File: config.mk
export PLATFORM = sky130hd
export DESIGN_NAME = sr_write_verify
export DESIGN_NICKNAME = d
export VERILOG_FILES = /design/src/rtl/srw_pkg.sv /design/src/rtl/srw_datapath.sv /design/src/rtl/srw_control.sv /design/src/rtl/sr_write_verify.sv
export SDC_FILE = /design/constraint.sdc
export NUM_CORES = 1
export LEC_CHECK = 0
export BUFFER_PORTS_ARGS = -buffer_cell sky130_fd_sc_hd__buf_2
export CAP_MARGIN = 30
export CORE_ASPECT_RATIO = 0.5
export CORE_MARGIN = 2
export CORE_UTILIZATION = 35
export DETAILED_ROUTE_END_ITERATION = 7
export SYNTH_ARGS = -nofsm -noshare
export SYNTH_HDL_FRONTEND = slang
export SYNTH_HIERARCHICAL = 1
export SYNTH_SLANG_ARGS = --single-unit
File: constraint.sdc
create_clock -name clk -period 4.5 [get_ports clk]
set_clock_uncertainty 0.15 [all_clocks]
set_input_delay 0.45 -clock clk [delete_from_list [all_inputs] [get_ports clk]]
set_output_delay 0.45 -clock clk [all_outputs]
set_load 0.05 [all_outputs]
File: src/rtl/srw_pkg.sv
package srw_pkg;

  localparam logic [7:0] OPC_RD_S1 = 8'h05;
  localparam logic [7:0] OPC_RD_S2 = 8'h35;
  localparam logic [7:0] OPC_WR_S  = 8'h01;
  localparam logic [7:0] OPC_WREN  = 8'h06;
  localparam logic [7:0] QE_BYTE   = 8'h02;

  typedef enum logic [2:0] {
    XK_NONE,
    XK_RD2,
    XK_WREN,
    XK_WRS,
    XK_POLL
  } xfer_kind_e;

  typedef struct packed {
    xfer_kind_e kind;
    logic       latchCfg;
    logic       grabSr2;
    logic       pollClr;
    logic       pollInc;
    logic       setFail;
  } ctl_strb_t;

  typedef struct packed {
    logic twoByte;
    logic useRd2;
    logic rdBusy;
    logic pollLast;
    logic rdEqSr1;
    logic rdEqSr2;
    logic failed;
  } dp_stat_t;

endpackage

File: src/rtl/srw_datapath.sv
module srw_datapath
  import srw_pkg::*;
#(
  parameter int POLL_LIMIT = 65536
) (
  input  logic       clk,
  input  logic       rstN,
  input  ctl_strb_t  strb,
  input  logic [7:0] newSr1,
  input  logic       singleByteWr,
  input  logic       noReadSr2,
  input  logic       quadOn,
  input  logic [7:0] xferRdData,
  output dp_stat_t   stat,
  output logic [7:0] xferOp,
  output logic [1:0] xferWrLen,
  output logic [7:0] xferWrData0,
  output logic [7:0] xferWrData1,
  output logic       xferRdEn
);

  localparam int CNT_W = (POLL_LIMIT > 2) ? $clog2(POLL_LIMIT) : 1;
  localparam logic [CNT_W-1:0] CNT_LAST = CNT_W'(POLL_LIMIT - 1);

  logic [7:0]       sr1Q;
  logic [7:0]       sr2Q;
  logic             twoQ;
  logic             noRdQ;
  logic [CNT_W-1:0] cntQ;
  logic             failQ;

  always_ff @(posedge clk) begin
    if (!rstN) begin
      sr1Q  <= '0;
      sr2Q  <= '0;
      twoQ  <= 1'b1;
      noRdQ <= 1'b0;
      cntQ  <= '0;
      failQ <= 1'b0;
    end else begin
      if (strb.latchCfg) begin
        sr1Q  <= newSr1;
        twoQ  <= !singleByteWr;
        noRdQ <= noReadSr2;
        sr2Q  <= (!singleByteWr && noReadSr2 && quadOn) ? QE_BYTE : 8'h00;
        failQ <= 1'b0;
      end
      if (strb.grabSr2) sr2Q <= xferRdData;
      if (strb.pollClr)      cntQ <= '0;
      else if (strb.pollInc) cntQ <= cntQ + 1'b1;
      if (strb.setFail) failQ <= 1'b1;
    end
  end

  always_comb begin
    stat.twoByte  = twoQ;
    stat.useRd2   = twoQ && !noRdQ;
    stat.rdBusy   = xferRdData[0];
    stat.pollLast = (cntQ == CNT_LAST);
    stat.rdEqSr1  = (xferRdData == sr1Q);
    stat.rdEqSr2  = (xferRdData == sr2Q);
    stat.failed   = failQ;
  end

  always_comb begin
    xferOp      = 8'h00;
    xferWrLen   = 2'd0;
    xferWrData0 = 8'h00;
    xferWrData1 = 8'h00;
    xferRdEn    = 1'b0;
    case (strb.kind)
      XK_RD2: begin
        xferOp   = OPC_RD_S2;
        xferRdEn = 1'b1;
      end
      XK_WREN: xferOp = OPC_WREN;
      XK_WRS: begin
        xferOp      = OPC_WR_S;
        xferWrLen   = twoQ ? 2'd2 : 2'd1;
        xferWrData0 = sr1Q;
        xferWrData1 = twoQ ? sr2Q : 8'h00;
      end
      XK_POLL: begin
        xferOp   = OPC_RD_S1;
        xferRdEn = 1'b1;
      end
      default: ;
    endcase
  end

endmodule

File: src/rtl/srw_control.sv
module srw_control
  import srw_pkg::*;
(
  input  logic      clk,
  input  logic      rstN,
  input  logic      start,
  input  logic      singleByteWr,
  input  logic      noReadSr2,
  input  logic      xferDone,
  input  dp_stat_t  stat,
  output ctl_strb_t strb,
  output logic      xferReq,
  output logic      busy,
  output logic      done,
  output logic      err
);

  typedef enum logic [2:0] {
    ST_IDLE,
    ST_RD2,
    ST_WREN,
    ST_WRS,
    ST_POLL,
    ST_CHK2,
    ST_FIN
  } state_e;

  state_e stateQ, stateD;

  always_ff @(posedge clk) begin
    if (!rstN) stateQ <= ST_IDLE;
    else       stateQ <= stateD;
  end

  always_comb begin
    stateD = stateQ;
    strb   = '0;
    strb.kind = XK_NONE;
    case (stateQ)
      ST_IDLE: begin
        if (start) begin
          strb.latchCfg = 1'b1;
          stateD = (!singleByteWr && !noReadSr2) ? ST_RD2 : ST_WREN;
        end
      end
      ST_RD2: begin
        strb.kind = XK_RD2;
        if (xferDone) begin
          strb.grabSr2 = 1'b1;
          stateD = ST_WREN;
        end
      end
      ST_WREN: begin
        strb.kind = XK_WREN;
        if (xferDone) stateD = ST_WRS;
      end
      ST_WRS: begin
        strb.kind = XK_WRS;
        if (xferDone) begin
          strb.pollClr = 1'b1;
          stateD = ST_POLL;
        end
      end
      ST_POLL: begin
        strb.kind = XK_POLL;
        if (xferDone) begin
          if (stat.rdBusy) begin
            if (stat.pollLast) begin
              strb.setFail = 1'b1;
              stateD = ST_FIN;
            end else begin
              strb.pollInc = 1'b1;
            end
          end else begin
            if (!stat.twoByte && !stat.rdEqSr1) strb.setFail = 1'b1;
            stateD = stat.useRd2 ? ST_CHK2 : ST_FIN;
          end
        end
      end
      ST_CHK2: begin
        strb.kind = XK_RD2;
        if (xferDone) begin
          if (!stat.rdEqSr2) strb.setFail = 1'b1;
          stateD = ST_FIN;
        end
      end
      ST_FIN: stateD = ST_IDLE;
      default: stateD = ST_IDLE;
    endcase
  end

  always_comb begin
    xferReq = (stateQ == ST_RD2) || (stateQ == ST_WREN) || (stateQ == ST_WRS) ||
              (stateQ == ST_POLL) || (stateQ == ST_CHK2);
    busy = (stateQ != ST_IDLE);
    done = (stateQ == ST_FIN);
    err  = done && stat.failed;
  end

endmodule

File: src/rtl/sr_write_verify.sv
module sr_write_verify
  import srw_pkg::*;
#(
  parameter int POLL_LIMIT = 65536
) (
  input  logic       clk,
  input  logic       rstN,
  input  logic       start,
  input  logic [7:0] newSr1,
  input  logic       singleByteWr,
  input  logic       noReadSr2,
  input  logic       quadOn,
  output logic       xferReq,
  output logic [7:0] xferOp,
  output logic [1:0] xferWrLen,
  output logic [7:0] xferWrData0,
  output logic [7:0] xferWrData1,
  output logic       xferRdEn,
  input  logic       xferDone,
  input  logic [7:0] xferRdData,
  output logic       busy,
  output logic       done,
  output logic       err
);

  ctl_strb_t strb;
  dp_stat_t  stat;

  srw_control u_ctl (
    .clk          (clk),
    .rstN         (rstN),
    .start        (start),
    .singleByteWr (singleByteWr),
    .noReadSr2    (noReadSr2),
    .xferDone     (xferDone),
    .stat         (stat),
    .strb         (strb),
    .xferReq      (xferReq),
    .busy         (busy),
    .done         (done),
    .err          (err)
  );

  srw_datapath #(.POLL_LIMIT(POLL_LIMIT)) u_dp (
    .clk          (clk),
    .rstN         (rstN),
    .strb         (strb),
    .newSr1       (newSr1),
    .singleByteWr (singleByteWr),
    .noReadSr2    (noReadSr2),
    .quadOn       (quadOn),
    .xferRdData   (xferRdData),
    .stat         (stat),
    .xferOp       (xferOp),
    .xferWrLen    (xferWrLen),
    .xferWrData0  (xferWrData0),
    .xferWrData1  (xferWrData1),
    .xferRdEn     (xferRdEn)
  );

endmodule

==> flow_summary.json <==
{
  "status": "complete, no violations",
  "wl_per_cell_um": 12.4,
  "cp-endpoint": "xferWrData1[5]",
  "r2r_cells": 5,
  "worst-path-stages": 4,
  "io_buffers": 50,
  "hold_class": "in2reg",
  "period_needed_ps": 3030,
  "crit_buf_inv": 1,
  "root_buffer": "clkbuf_16",
  "htree_levels": 2,
  "clk_pin_slew_ps": 60,
  "dominantRegCellSynth": "dfxtp_1",
  "final_cell_mix": "buf_2, dfxtp_1, nor2b_1, xnor2_1, a21oi_1",
  "clkLatencyLatePin_ps": 280,
  "powerDensity_mw_per_mm2": 390,
  "grt_pass1_vias": 1775,
  "cts_resized": 0,
  "ys_ff_latch": 38,
  "cp_top_family": "simple AND/OR/NAND/NOR gates",
  "remaining_drc_errors": 0,
  "startpoint": "u_ctl/stateQ[0]$_SDFFE_PN0P_",
  "syn_area_per_cell_um2": 8.52,
  "fillers": 661,
  "antenna_found_initial": 0,
  "gp_congestion": 0.890,
  "synth_top_area_share_pct": 33.1,
  "cp_data_required_time_ps": 3900,
  "rr_startpoint": "u_ctl/stateQ[2]$_SDFFE_PN0P_",
  "critPathSlowestCell": "nor3b_2",
  "cts_hold_buf": 0,
  "seqCellArea_um2": 761,
  "num-nets-final": 333,
  "vias_per_cell": 4.86,
  "tightest_slew_ps": 920,
  "p_leak_nw": 1.12,
  "synth_top_cell_by_area": "dfxtp_1",
  "ant_nets": 0,
  "reg2reg_slack_ps": 1850,
  "n_antenna_cell": 0,
  "crit_path_start_kind": "register",
  "r2r_end": "u_dp/cntQ[9]$_SDFFE_PP0P_",
  "die_area_mm2": 0.00728,
  "drv_slew": 0,
  "path_cells": "and2_1 > nor3b_2 > and3_1 > buf_2",
  "crit_fanout": 19,
  "dr_total_vias": 1935,
  "rows": 20,
  "fmax_mhz": 330,
  "initial_core_util_pct": 37.1,
  "vdd_ir_drop_max_v": 0.000129,
  "synthTopCellsByArea": "dfxtp_1, xnor2_1, mux2i_1",
  "cts_sinks": 38,
  "ys_seq_area_share_pct": 33.1,
  "dp_hpwl_um": 3570,
  "core-area_mm2": 0.00621,
  "track_usage_pct": 14.3,
  "syn_inst": 270,
  "tns_ps": 0,
  "fin_crit_sh_pct": 67.3,
  "worstSetupPathType": "reg2out",
  "grt_max_degree": 23,
  "drive_gt1_share_pct": 22.3,
  "ys_warn_count": 6,
  "synth_cell_types": 49,
  "grt-ovfl-total": 0,
  "synth_area_mm2": 0.00230,
  "ys_async_sr_fraction_pct": 0,
  "cts_buffers": 5,
  "hold_viol": 0,
  "final_core_util_pct": 43.5,
  "slew_headroom_pct": 38.4,
  "ioPinCount": 54,
  "fp.dieW_um": 119,
  "max_stage_delay_ps": 770,
  "multi_input_area_mm2": 0.00139,
  "grt_pass1_wl_um": 8240,
  "drt_pass1_iterations": 5,
  "cts_buffer_depth": 2,
  "final_common_cell": "buf_2",
  "cts_tree": "yes",
  "synth_edf_count": 0,
  "setup_violations": 0,
  "die_h_um": 61.3,
  "rsz0062_at_grt": "no",
  "drt_iter0_drc": 66,
  "max_cap_viol_count": 0,
  "crit_arrival_ps": 2430,
  "postCtsSetupRepairBufs": 0,
  "worst_setup_path_end_kind": "output pin",
  "totalWireLength_um": 4930,
  "syn2layout_area_growth_pct": 17.3,
  "hold_ws_ps": 281
}
final cells by class:
class,count,share of cell area [%]
inverters,10,1.39
clock inverters,1,0.185
repair buffers,51,9.55
well taps,88,4.08
clock buffers,7,5.28
flip-flops and latches,38,28.2
multi-input cells,203,51.3
per-stage QoR:
step / power, W / worst slack, ps / std cells / cell area, µm²
4_1_cts: 0.00107 / 1450 / 398 / 2700
6_report: 0.00105 / 1470 / 398 / 2700
5_1_grt: 0.00111 / 1230 / 398 / 2700
3_3_place_gp: 0.000706 / 1850 / 390 / 2550
2_1_floorplan: 0.000656 / 1480 / 272 / 2310
3_5_place_dp: 0.000709 / 1760 / 390 / 2550
worst min-delay path by stage:
stage,to,depth (start not counted),from
5_1_grt,u_dp/sr1Q[2]$_SDFFE_PN0P_,3,newSr1[2]
3_3_place_gp,u_dp/cntQ[14]$_SDFFE_PP0P_,2,u_dp/cntQ[14]$_SDFFE_PP0P_
2_1_floorplan,u_dp/cntQ[14]$_SDFFE_PP0P_,2,u_dp/cntQ[14]$_SDFFE_PP0P_
6_report,u_dp/sr1Q[7]$_SDFFE_PN0P_,3,newSr1[7]
3_5_place_dp,u_dp/cntQ[15]$_SDFFE_PP0P_,2,u_dp/cntQ[15]$_SDFFE_PP0P_
4_1_cts,u_dp/sr1Q[7]$_SDFFE_PN0P_,3,newSr1[7]
state kept, by name (all words and copies together) (netlist names):
register	cells
u_ctl/stateQ	3
u_dp/cntQ	16
u_dp/failQ	1
u_dp/noRdQ	1
u_dp/sr1Q	8
u_dp/sr2Q	8
u_dp/twoQ	1
per-layer routing:
| metal | GRT usage, % | part of all wire [%] | vias up | wire length (µm) |
|---|---|---|---|---|
| met2 | 24.0 | 45 | 37 | 2240 |
| met5 | 0 | 0 | - | 0 |
| met3 | 3.06 | 3.4 | 4 | 166 |
| met4 | 6.29 | 1.2 | 0 | 58 |
| li1 | - | - | 1009 | - |
| met1 | 18.4 | 50 | 885 | 2460 |
synthesized netlist by cell type, types with 5 or more instances:
cell      count
clkbuf_1      7
nand2_1      15
nand2b_1      7
xnor2_1      18
nand3_1       5
a21oi_1      16
nor4_1        5
nor3b_1       9
and3_1        8
nand4_1       7
buf_4         9
o21ai_0       7
and2_1       11
mux2i_1      14
dfxtp_1      38
nor2_1       11
nor2b_1      22
inv_1        10
nor3_1        5
logic make-up (layout without fill, tap and decap cells):
| group | Yosys count | count (layout) | share of synthesized area [%] |
|---|---|---|---|
| adder cells (fa/ha/maj) | 1 | 1 | 0.544 |
| AO/OA/AOI/OAI | 38 | 38 | 10.2 |
| multiplexers | 15 | 15 | 6.58 |
| XOR/XNOR | 21 | 21 | 7.99 |
| other | 1 | 3 | 0.163 |
| AND/OR/NAND/NOR | 125 | 125 | 34.5 |
| flip-flops | 38 | 38 | 33.1 |
| buffers and inverters | 31 | 69 | 7.01 |
power breakdown:
group          switching, W  internal [W]  leakage (nW)  total (W)
clock network      0.000131      0.000220        0.0739   0.000350
registers         0.0000315      0.000358         0.308   0.000390
logic              0.000208      0.000105         0.739   0.000313
worst min-delay path, stage by stage:
cell	delay (ps)
buf_2	80
mux2i_1	50
nor2b_1	90
(Power assumes the default switching activity.)
